[src/rtl/fseq_pkg.sv]
package fseq_pkg;

  typedef enum logic [1:0] {
    OP_PROG   = 2'd0,
    OP_SERASE = 2'd1,
    OP_BERASE = 2'd2,
    OP_NONE   = 2'd3
  } fseq_op_e;

  localparam logic [7:0] FL_WEN    = 8'h06;
  localparam logic [7:0] FL_RDST   = 8'h05;
  localparam logic [7:0] FL_PROG   = 8'h02;
  localparam logic [7:0] FL_SERASE = 8'hD8;
  localparam logic [7:0] FL_BERASE = 8'hC7;

  localparam int FL_WEL_BIT  = 1;
  localparam int FL_BUSY_BIT = 0;

  typedef enum logic [3:0] {
    ST_IDLE,
    ST_WEN,
    ST_CHK_OP,
    ST_CHK_RD,
    ST_CMD_OP,
    ST_CMD_ADDR,
    ST_CMD_DATA,
    ST_POLL_OP,
    ST_POLL_RD,
    ST_GAP,
    ST_FIN
  } fseq_st_e;

  function automatic logic [7:0] op_opcode(input fseq_op_e op);
    case (op)
      OP_PROG:   return FL_PROG;
      OP_SERASE: return FL_SERASE;
      default:   return FL_BERASE;
    endcase
  endfunction

endpackage

[src/rtl/fseq_chunker.sv]
module fseq_chunker #(
  parameter int PAGE_W = 8,
  parameter int LEN_W  = 18
) (
  input  logic [PAGE_W-1:0] addr_lo,
  input  logic [LEN_W-1:0]  left,
  output logic [PAGE_W:0]   chunk
);
  localparam int CHUNK_W = PAGE_W + 1;

  logic [CHUNK_W-1:0] span;

  always_comb begin
    span = CHUNK_W'(1 << PAGE_W) - CHUNK_W'(addr_lo);
    if (left < LEN_W'(span)) chunk = CHUNK_W'(left);
    else                     chunk = span;
  end
endmodule

[src/rtl/fseq_poll_cnt.sv]
module fseq_poll_cnt #(
  parameter int POLL_MAX = 16
) (
  input  logic clk,
  input  logic rst_n,
  input  logic clr,
  input  logic inc,
  output logic last
);
  localparam int CW = $clog2(POLL_MAX + 1);

  logic [CW-1:0] cnt_q;

  always_ff @(posedge clk or negedge rst_n) begin
    if (!rst_n)   cnt_q <= '0;
    else if (clr) cnt_q <= '0;
    else if (inc) cnt_q <= cnt_q + CW'(1);
  end

  assign last = (cnt_q == CW'(POLL_MAX - 1));
endmodule

[src/rtl/flash_pe_seq.sv]
module flash_pe_seq
  import fseq_pkg::*;
#(
  parameter int ADDR_W   = 17,
  parameter int PAGE_W   = 8,
  parameter int POLL_MAX = 16
) (
  input  logic              clk,
  input  logic              rst_n,
  input  logic              cmd_valid,
  output logic              cmd_ready,
  input  logic [1:0]        cmd_op,
  input  logic [ADDR_W-1:0] cmd_addr,
  input  logic [ADDR_W:0]   cmd_len,
  input  logic              wr_valid,
  output logic              wr_ready,
  input  logic [7:0]        wr_data,
  output logic              spi_sel,
  output logic              spi_tx_valid,
  input  logic              spi_tx_ready,
  output logic [7:0]        spi_tx_data,
  input  logic              spi_rx_valid,
  input  logic [7:0]        spi_rx_data,
  output logic              done,
  output logic              err_wel,
  output logic              err_timeout
);
  localparam int LEN_W   = ADDR_W + 1;
  localparam int CHUNK_W = PAGE_W + 1;

  fseq_st_e             st_q, gap_nxt_q;
  fseq_op_e             op_q;
  logic                 waiting_q;
  logic [1:0]           abyte_q;
  logic [CHUNK_W-1:0]   chunk_q;
  logic [ADDR_W-1:0]    addr_q;
  logic [LEN_W-1:0]     rem_q;
  logic                 pend_wel_q, pend_to_q;
  logic                 done_q, err_wel_q, err_to_q;

  logic                 tx_fire, rx_evt;
  logic [23:0]          addr24;
  logic [CHUNK_W-1:0]   chunk_w;
  logic                 poll_clr, poll_inc, poll_last;
  logic                 rx_busy, rx_wel;
  logic                 unused_rx;

  assign tx_fire   = spi_tx_valid && spi_tx_ready;
  assign rx_evt    = waiting_q && spi_rx_valid;
  assign addr24    = 24'(addr_q);
  assign rx_busy   = spi_rx_data[FL_BUSY_BIT];
  assign rx_wel    = spi_rx_data[FL_WEL_BIT];
  assign unused_rx = ^spi_rx_data[7:2];

  fseq_chunker #(.PAGE_W(PAGE_W), .LEN_W(LEN_W)) u_chunk (
    .addr_lo (addr_q[PAGE_W-1:0]),
    .left    (rem_q),
    .chunk   (chunk_w)
  );

  assign poll_clr = (st_q == ST_POLL_OP);
  assign poll_inc = (st_q == ST_POLL_RD) && rx_evt && rx_busy;

  fseq_poll_cnt #(.POLL_MAX(POLL_MAX)) u_poll (
    .clk   (clk),
    .rst_n (rst_n),
    .clr   (poll_clr),
    .inc   (poll_inc),
    .last  (poll_last)
  );

  // Frame and byte drive
  always_comb begin
    spi_sel     = 1'b1;
    spi_tx_data = 8'h00;
    case (st_q)
      ST_IDLE, ST_GAP, ST_FIN: spi_sel = 1'b0;
      default: ;
    endcase
    case (st_q)
      ST_WEN:                 spi_tx_data = FL_WEN;
      ST_CHK_OP, ST_POLL_OP:  spi_tx_data = FL_RDST;
      ST_CMD_OP:              spi_tx_data = op_opcode(op_q);
      ST_CMD_ADDR: begin
        case (abyte_q)
          2'd0:    spi_tx_data = addr24[23:16];
          2'd1:    spi_tx_data = addr24[15:8];
          default: spi_tx_data = addr24[7:0];
        endcase
      end
      ST_CMD_DATA:            spi_tx_data = wr_data;
      default:                spi_tx_data = 8'h00;
    endcase
    spi_tx_valid = spi_sel && !waiting_q && ((st_q != ST_CMD_DATA) || wr_valid);
    wr_ready     = (st_q == ST_CMD_DATA) && !waiting_q && spi_tx_ready;
  end

  assign cmd_ready   = (st_q == ST_IDLE);
  assign done        = done_q;
  assign err_wel     = err_wel_q;
  assign err_timeout = err_to_q;

  always_ff @(posedge clk or negedge rst_n) begin
    if (!rst_n) begin
      st_q       <= ST_IDLE;
      gap_nxt_q  <= ST_IDLE;
      op_q       <= OP_NONE;
      waiting_q  <= 1'b0;
      abyte_q    <= '0;
      chunk_q    <= '0;
      addr_q     <= '0;
      rem_q      <= '0;
      pend_wel_q <= 1'b0;
      pend_to_q  <= 1'b0;
      done_q     <= 1'b0;
      err_wel_q  <= 1'b0;
      err_to_q   <= 1'b0;
    end else begin
      done_q <= 1'b0;
      if (tx_fire)     waiting_q <= 1'b1;
      else if (rx_evt) waiting_q <= 1'b0;

      case (st_q)
        ST_IDLE: begin
          if (cmd_valid) begin
            op_q       <= fseq_op_e'(cmd_op);
            addr_q     <= cmd_addr;
            rem_q      <= cmd_len;
            pend_wel_q <= 1'b0;
            pend_to_q  <= 1'b0;
            err_wel_q  <= 1'b0;
            err_to_q   <= 1'b0;
            if ((cmd_op == OP_NONE) || ((cmd_op == OP_PROG) && (cmd_len == '0)))
              st_q <= ST_FIN;
            else
              st_q <= ST_WEN;
          end
        end
        ST_WEN: begin
          if (rx_evt) begin
            st_q      <= ST_GAP;
            gap_nxt_q <= ST_CHK_OP;
          end
        end
        ST_CHK_OP: begin
          if (rx_evt) st_q <= ST_CHK_RD;
        end
        ST_CHK_RD: begin
          if (rx_evt) begin
            st_q <= ST_GAP;
            if (rx_wel) begin
              gap_nxt_q <= ST_CMD_OP;
            end else begin
              pend_wel_q <= 1'b1;
              gap_nxt_q  <= ST_FIN;
            end
          end
        end
        ST_CMD_OP: begin
          if (rx_evt) begin
            abyte_q <= '0;
            if (op_q == OP_BERASE) begin
              st_q      <= ST_GAP;
              gap_nxt_q <= ST_POLL_OP;
            end else begin
              st_q <= ST_CMD_ADDR;
            end
          end
        end
        ST_CMD_ADDR: begin
          if (rx_evt) begin
            abyte_q <= abyte_q + 2'd1;
            if (abyte_q == 2'd2) begin
              if (op_q == OP_PROG) begin
                st_q    <= ST_CMD_DATA;
                chunk_q <= chunk_w;
              end else begin
                st_q      <= ST_GAP;
                gap_nxt_q <= ST_POLL_OP;
              end
            end
          end
        end
        ST_CMD_DATA: begin
          if (tx_fire) begin
            chunk_q <= chunk_q - CHUNK_W'(1);
            addr_q  <= addr_q + ADDR_W'(1);
            rem_q   <= rem_q - LEN_W'(1);
          end
          if (rx_evt && (chunk_q == '0)) begin
            st_q      <= ST_GAP;
            gap_nxt_q <= ST_POLL_OP;
          end
        end
        ST_POLL_OP: begin
          if (rx_evt) st_q <= ST_POLL_RD;
        end
        ST_POLL_RD: begin
          if (rx_evt) begin
            if (!rx_busy) begin
              st_q <= ST_GAP;
              if ((op_q == OP_PROG) && (rem_q != '0)) gap_nxt_q <= ST_WEN;
              else                                    gap_nxt_q <= ST_FIN;
            end else if (poll_last) begin
              pend_to_q <= 1'b1;
              st_q      <= ST_GAP;
              gap_nxt_q <= ST_FIN;
            end
          end
        end
        ST_GAP: st_q <= gap_nxt_q;
        ST_FIN: begin
          done_q    <= 1'b1;
          err_wel_q <= pend_wel_q;
          err_to_q  <= pend_to_q;
          st_q      <= ST_IDLE;
        end
        default: st_q <= ST_IDLE;
      endcase
    end
  end
endmodule

[config.mk]
export PLATFORM = sky130hd
export DESIGN_NAME = flash_pe_seq
export DESIGN_NICKNAME = d
export VERILOG_FILES = /design/src/rtl/fseq_pkg.sv /design/src/rtl/fseq_chunker.sv /design/src/rtl/fseq_poll_cnt.sv /design/src/rtl/flash_pe_seq.sv
export SDC_FILE = /design/constraint.sdc
export NUM_CORES = 1
export LEC_CHECK = 0
export BUFFER_PORTS_ARGS = -buffer_cell sky130_fd_sc_hd__buf_2
export CORE_ASPECT_RATIO = 1.75
export CORE_MARGIN = 2
export CORE_UTILIZATION = 35
export CTS_CLUSTER_DIAMETER = 120
export DETAILED_ROUTE_END_ITERATION = 10
export RECOVER_POWER = 100
export SLEW_MARGIN = 20
export SYNTH_ARGS = -nofsm -noshare
export SYNTH_HDL_FRONTEND = slang
export SYNTH_SLANG_ARGS = --single-unit
[constraint.sdc]
create_clock -name clk -period 2.4 [get_ports clk]
set_clock_uncertainty 0.1 [all_clocks]
set_input_delay 0.36 -clock clk [delete_from_list [all_inputs] [get_ports clk]]
set_output_delay 0.36 -clock clk [all_outputs]
set_load 0.02 [all_outputs]
==> flow_summary.ini <==
[status]
status = complete, but fails checks
violations = max-capacitance violations, max-slew violations, negative setup slack

[synthesis]
yosys.cell_types.count = 73
synth-main-ff-cell = dfrtp_1
syn_inst = 612
avgSynthCellArea_um2 = 7.953
yosysSeqAreaShare_pct = 34.50
synth_seq_cells = 67
synth_nets = 688
postSynth.asyncResetShare_pct = 100.0
synth_edf_count = 0
syn_area_um2 = 4867
yosys_warnings = 0

[worst_hold_path]
hold_path_depth = 3
worstHoldStart = cmd_addr[0]
hold_path_class = in -> reg

[place]
dp_slack_ns = -0.2348
place.gp.congestion = 0.8859
dp.cells = 879
portBuffers = 67
dp_hpwl_mm = 11.80
placed_area_um2 = 5768

[critical_path]
endpoint_kind = flip-flop
cp_common_cell = nand2_1
crit_type = reg -> reg
crit_arrival_ns = 2.71
worst_ep_required_time_ns = 2.52
cp_max_fo = 5
rr_worst_depth = 10
start_kind = flip-flop
r2r_start = addr_q[5]
setup.worst_path.start = addr_q[5]
critPathMaxStageDelay_ns = 0.38
crit_path_cell_trace = nor4_2 -> nand2_1 -> or3_1 -> ha_1 -> nand2_1 -> nand4b_1 -> a21oi_2 -> buf_4 -> nor3_1 -> a311o_1
cpMaxStageDelayCell = dfrtp_1

[global_routing]
grt_pass1_vias = 5224
overflow = 0
grtUsageTotal_pct = 21.31
antenna_found_initial = 0
top_usage_layer = met2
grt_pass1_wl_mm = 25.34
use_met2_pct = 38.50
grt_max_degree = 68
grtUsageMet1_pct = 23.90
globalRouteMet3Util_pct = 2.783

[timing]
rsz0062_at_grt = yes
setup-tns-final_ns = -1.926
final_hold_viol_count = 0
fin_crit_sh_pct = 108.0
setup_viol = 16
hold_slack_ns = 0.1600
fin_crit_ns = 2.593
setup_slack_ns = -0.1930
slew_headroom_pct = -8.186
drv_slew = 68
worst_pin_slew_ns = 1.623
max_freq_ghz = 0.3857

[die]
dieArea_um2 = 14900
core_um2 = 13760
row_count = 57
die_h_um = 160
die_w_um = 93.14
start_util_pct = 35.36
io_pins = 74

[route]
final_antenna_net_count = 0
drtPass1Iterations = 6
initialDrtViolationCount = 266
routed_via_density = 5.806
vias = 5231
wire_per_inst_um = 17.60
drc = 0
drt-total-wl_mm = 15.86

[job]
cap_violations = 1

[clock_network]
cts_buffers = 9
clk_path_buf_depth = 2
worstSkewPairLatency_ns = 0.34
cts_max_level = 3
clk_pin_slew_ns = 0.06
clkSinkCount = 67
tritoncts = built
cts_root_buffer = clkbuf_16

[final_layout]
drive_gt1_share_pct = 26.52
final_area_um2 = 6226
nets = 795
stdcell_count = 901
num_antenna_cells = 0
synthToLayoutAreaGrowth_pct = 27.92

[power]
leakagePower_nw = 2.692
power.density_nw_per_um2 = 1200
ir_drop_uv = 428.7
[final timing paths]
| check | to | slack [ns] |
|---|---|---|
| max reg2reg | chunk_q[2] | -0.19 |
| min | addr_q[0] | 0.16 |
| min in group asynchronous | rem_q[11] | 0.95 |
| max in group asynchronous | st_q[2] | 0.14 |
| max | chunk_q[2] | -0.19 |
| min reg2reg | err_wel | 0.39 |
[power by group]
part           internal, mW  switching (mW)  total, mW
Sequential             1.58           0.456       2.03
Clock                  1.02           0.515       1.54
Combinational          1.72            2.18       3.90
[routing by layer]
layer  vias to the layer above  part of all wire, %
li1                       2463                    -
met1                      2519                   39
met2                       199                   54
met3                        50                  4.1
met4                         0                  3.7
met5                         -                    0
[synth_stat cells (3+ instances only)]
cell      number  share of area, %
mux2_2         3              0.69
and3_1         6              0.77
a22o_1         3              0.54
buf_2          5              0.51
o21a_1         3              0.46
nand2_1       54               4.2
mux2_1         3              0.69
o21bai_1       3              0.46
a22oi_1        5              0.77
buf_6          4              0.93
dfrtp_1       65                33
nand3_1       22               2.3
nand2b_1       5              0.64
a31oi_1        9               1.2
nor2_1        50               3.9
xor2_1         3              0.54
nor4_1        11               1.4
or2_2          4              0.51
o31ai_1        5              0.77
a21oi_1       80               8.2
nor3_1        32               3.3
xnor2_1        6               1.1
mux2i_1        7               1.4
o21ai_0       52               5.3
nand4_1        7              0.90
inv_1         27               2.1
o22a_1         5              0.90
or3_1          5              0.64
nor2b_1        7              0.90
nor3b_1        6              0.93
clkbuf_1      25               1.9
o22ai_1       17               2.2
ha_1          17               4.4
[final cells by class]
| cell class | instances | area, µm² |
|---|---|---|
| timing repair buffer | 135 | 845.8 |
| inverter | 28 | 106.4 |
| sequential | 67 | 1682 |
| multi-input combinational | 478 | 3023 |
| fill | 1352 | 7538 |
| clock buffer | 13 | 280.3 |
| tap | 177 | 221.5 |
| clock inverter | 3 | 67.56 |
[registers in the layout, indices dropped and copies added (netlist names), 2 cells and up]
name and cells:
u_poll.cnt_q 5, abyte_q 2, op_q 2, chunk_q 9, rem_q 18, st_q 4, gap_nxt_q 4, addr_q 17
[worst max-delay path, delay by kind of cell (launching register included)]
family,cells,cell delay [ns]
adder cells (fa/ha/maj),1,0.30
flip-flops,1,0.38
AO/OA/AOI/OAI,2,0.46
AND/OR/NAND/NOR,6,1.05
buffers and inverters,1,0.18
[kinds of logic after synthesis]
| logic type | Yosys count | share of synthesized area [%] |
|---|---|---|
| simple gates | 231 | 24.65 |
| compound gates | 207 | 25.58 |
| buf+inv | 67 | 6.144 |
| flops | 67 | 34.50 |
| fa+ha+maj | 17 | 4.370 |
| mux | 14 | 3.136 |
| xor+xnor | 9 | 1.620 |
[metrics by stage]
stage	utilization, %	power (mW)
after floorplan	-	4.318
after global placement	41.91	5.545
after detailed placement	41.91	5.658
after CTS	44.80	7.273
after global routing	45.23	7.998
final	45.23	7.472
[layout by cell type, fill, tap and decap left out, types with 3 or more instances in the layout]
master / Yosys / layout
a21oi_1: 80 / 79
a22o_1: 3 / 3
a22oi_1: 5 / 5
a31oi_1: 9 / 9
and3_1: 6 / 6
buf_2: 5 / 62
buf_4: 1 / 59
clkbuf_1: 25 / 7
clkbuf_16: 0 / 9
clkbuf_8: 0 / 4
dfrtp_1: 65 / 63
ha_1: 17 / 13
ha_4: 0 / 3
inv_1: 27 / 26
mux2_2: 3 / 3
mux2_4: 1 / 4
mux2i_1: 7 / 7
nand2_1: 54 / 51
nand2b_1: 5 / 5
nand3_1: 22 / 22
nand4_1: 7 / 7
nor2_1: 50 / 49
nor2b_1: 7 / 7
nor3_1: 32 / 30
nor3b_1: 6 / 5
nor4_1: 11 / 10
nor4_2: 2 / 3
o21a_1: 3 / 3
o21ai_0: 52 / 49
o21ai_1: 0 / 3
o21bai_1: 3 / 3
o22a_1: 5 / 5
o22ai_1: 17 / 17
o31ai_1: 5 / 4
or2_2: 4 / 4
or3_1: 5 / 5
xnor2_1: 6 / 3
xnor2_2: 0 / 3
xor2_1: 3 / 3
[repair_timing]
item                       CTS  global route
hold endpoints to repair    65             0
resized for setup            8            22
hold buffers                 1             0
buffers inserted             1             4
setup endpoints to repair   21            28
pin swaps                    3             6
Power figures use the tool's default switching activity.
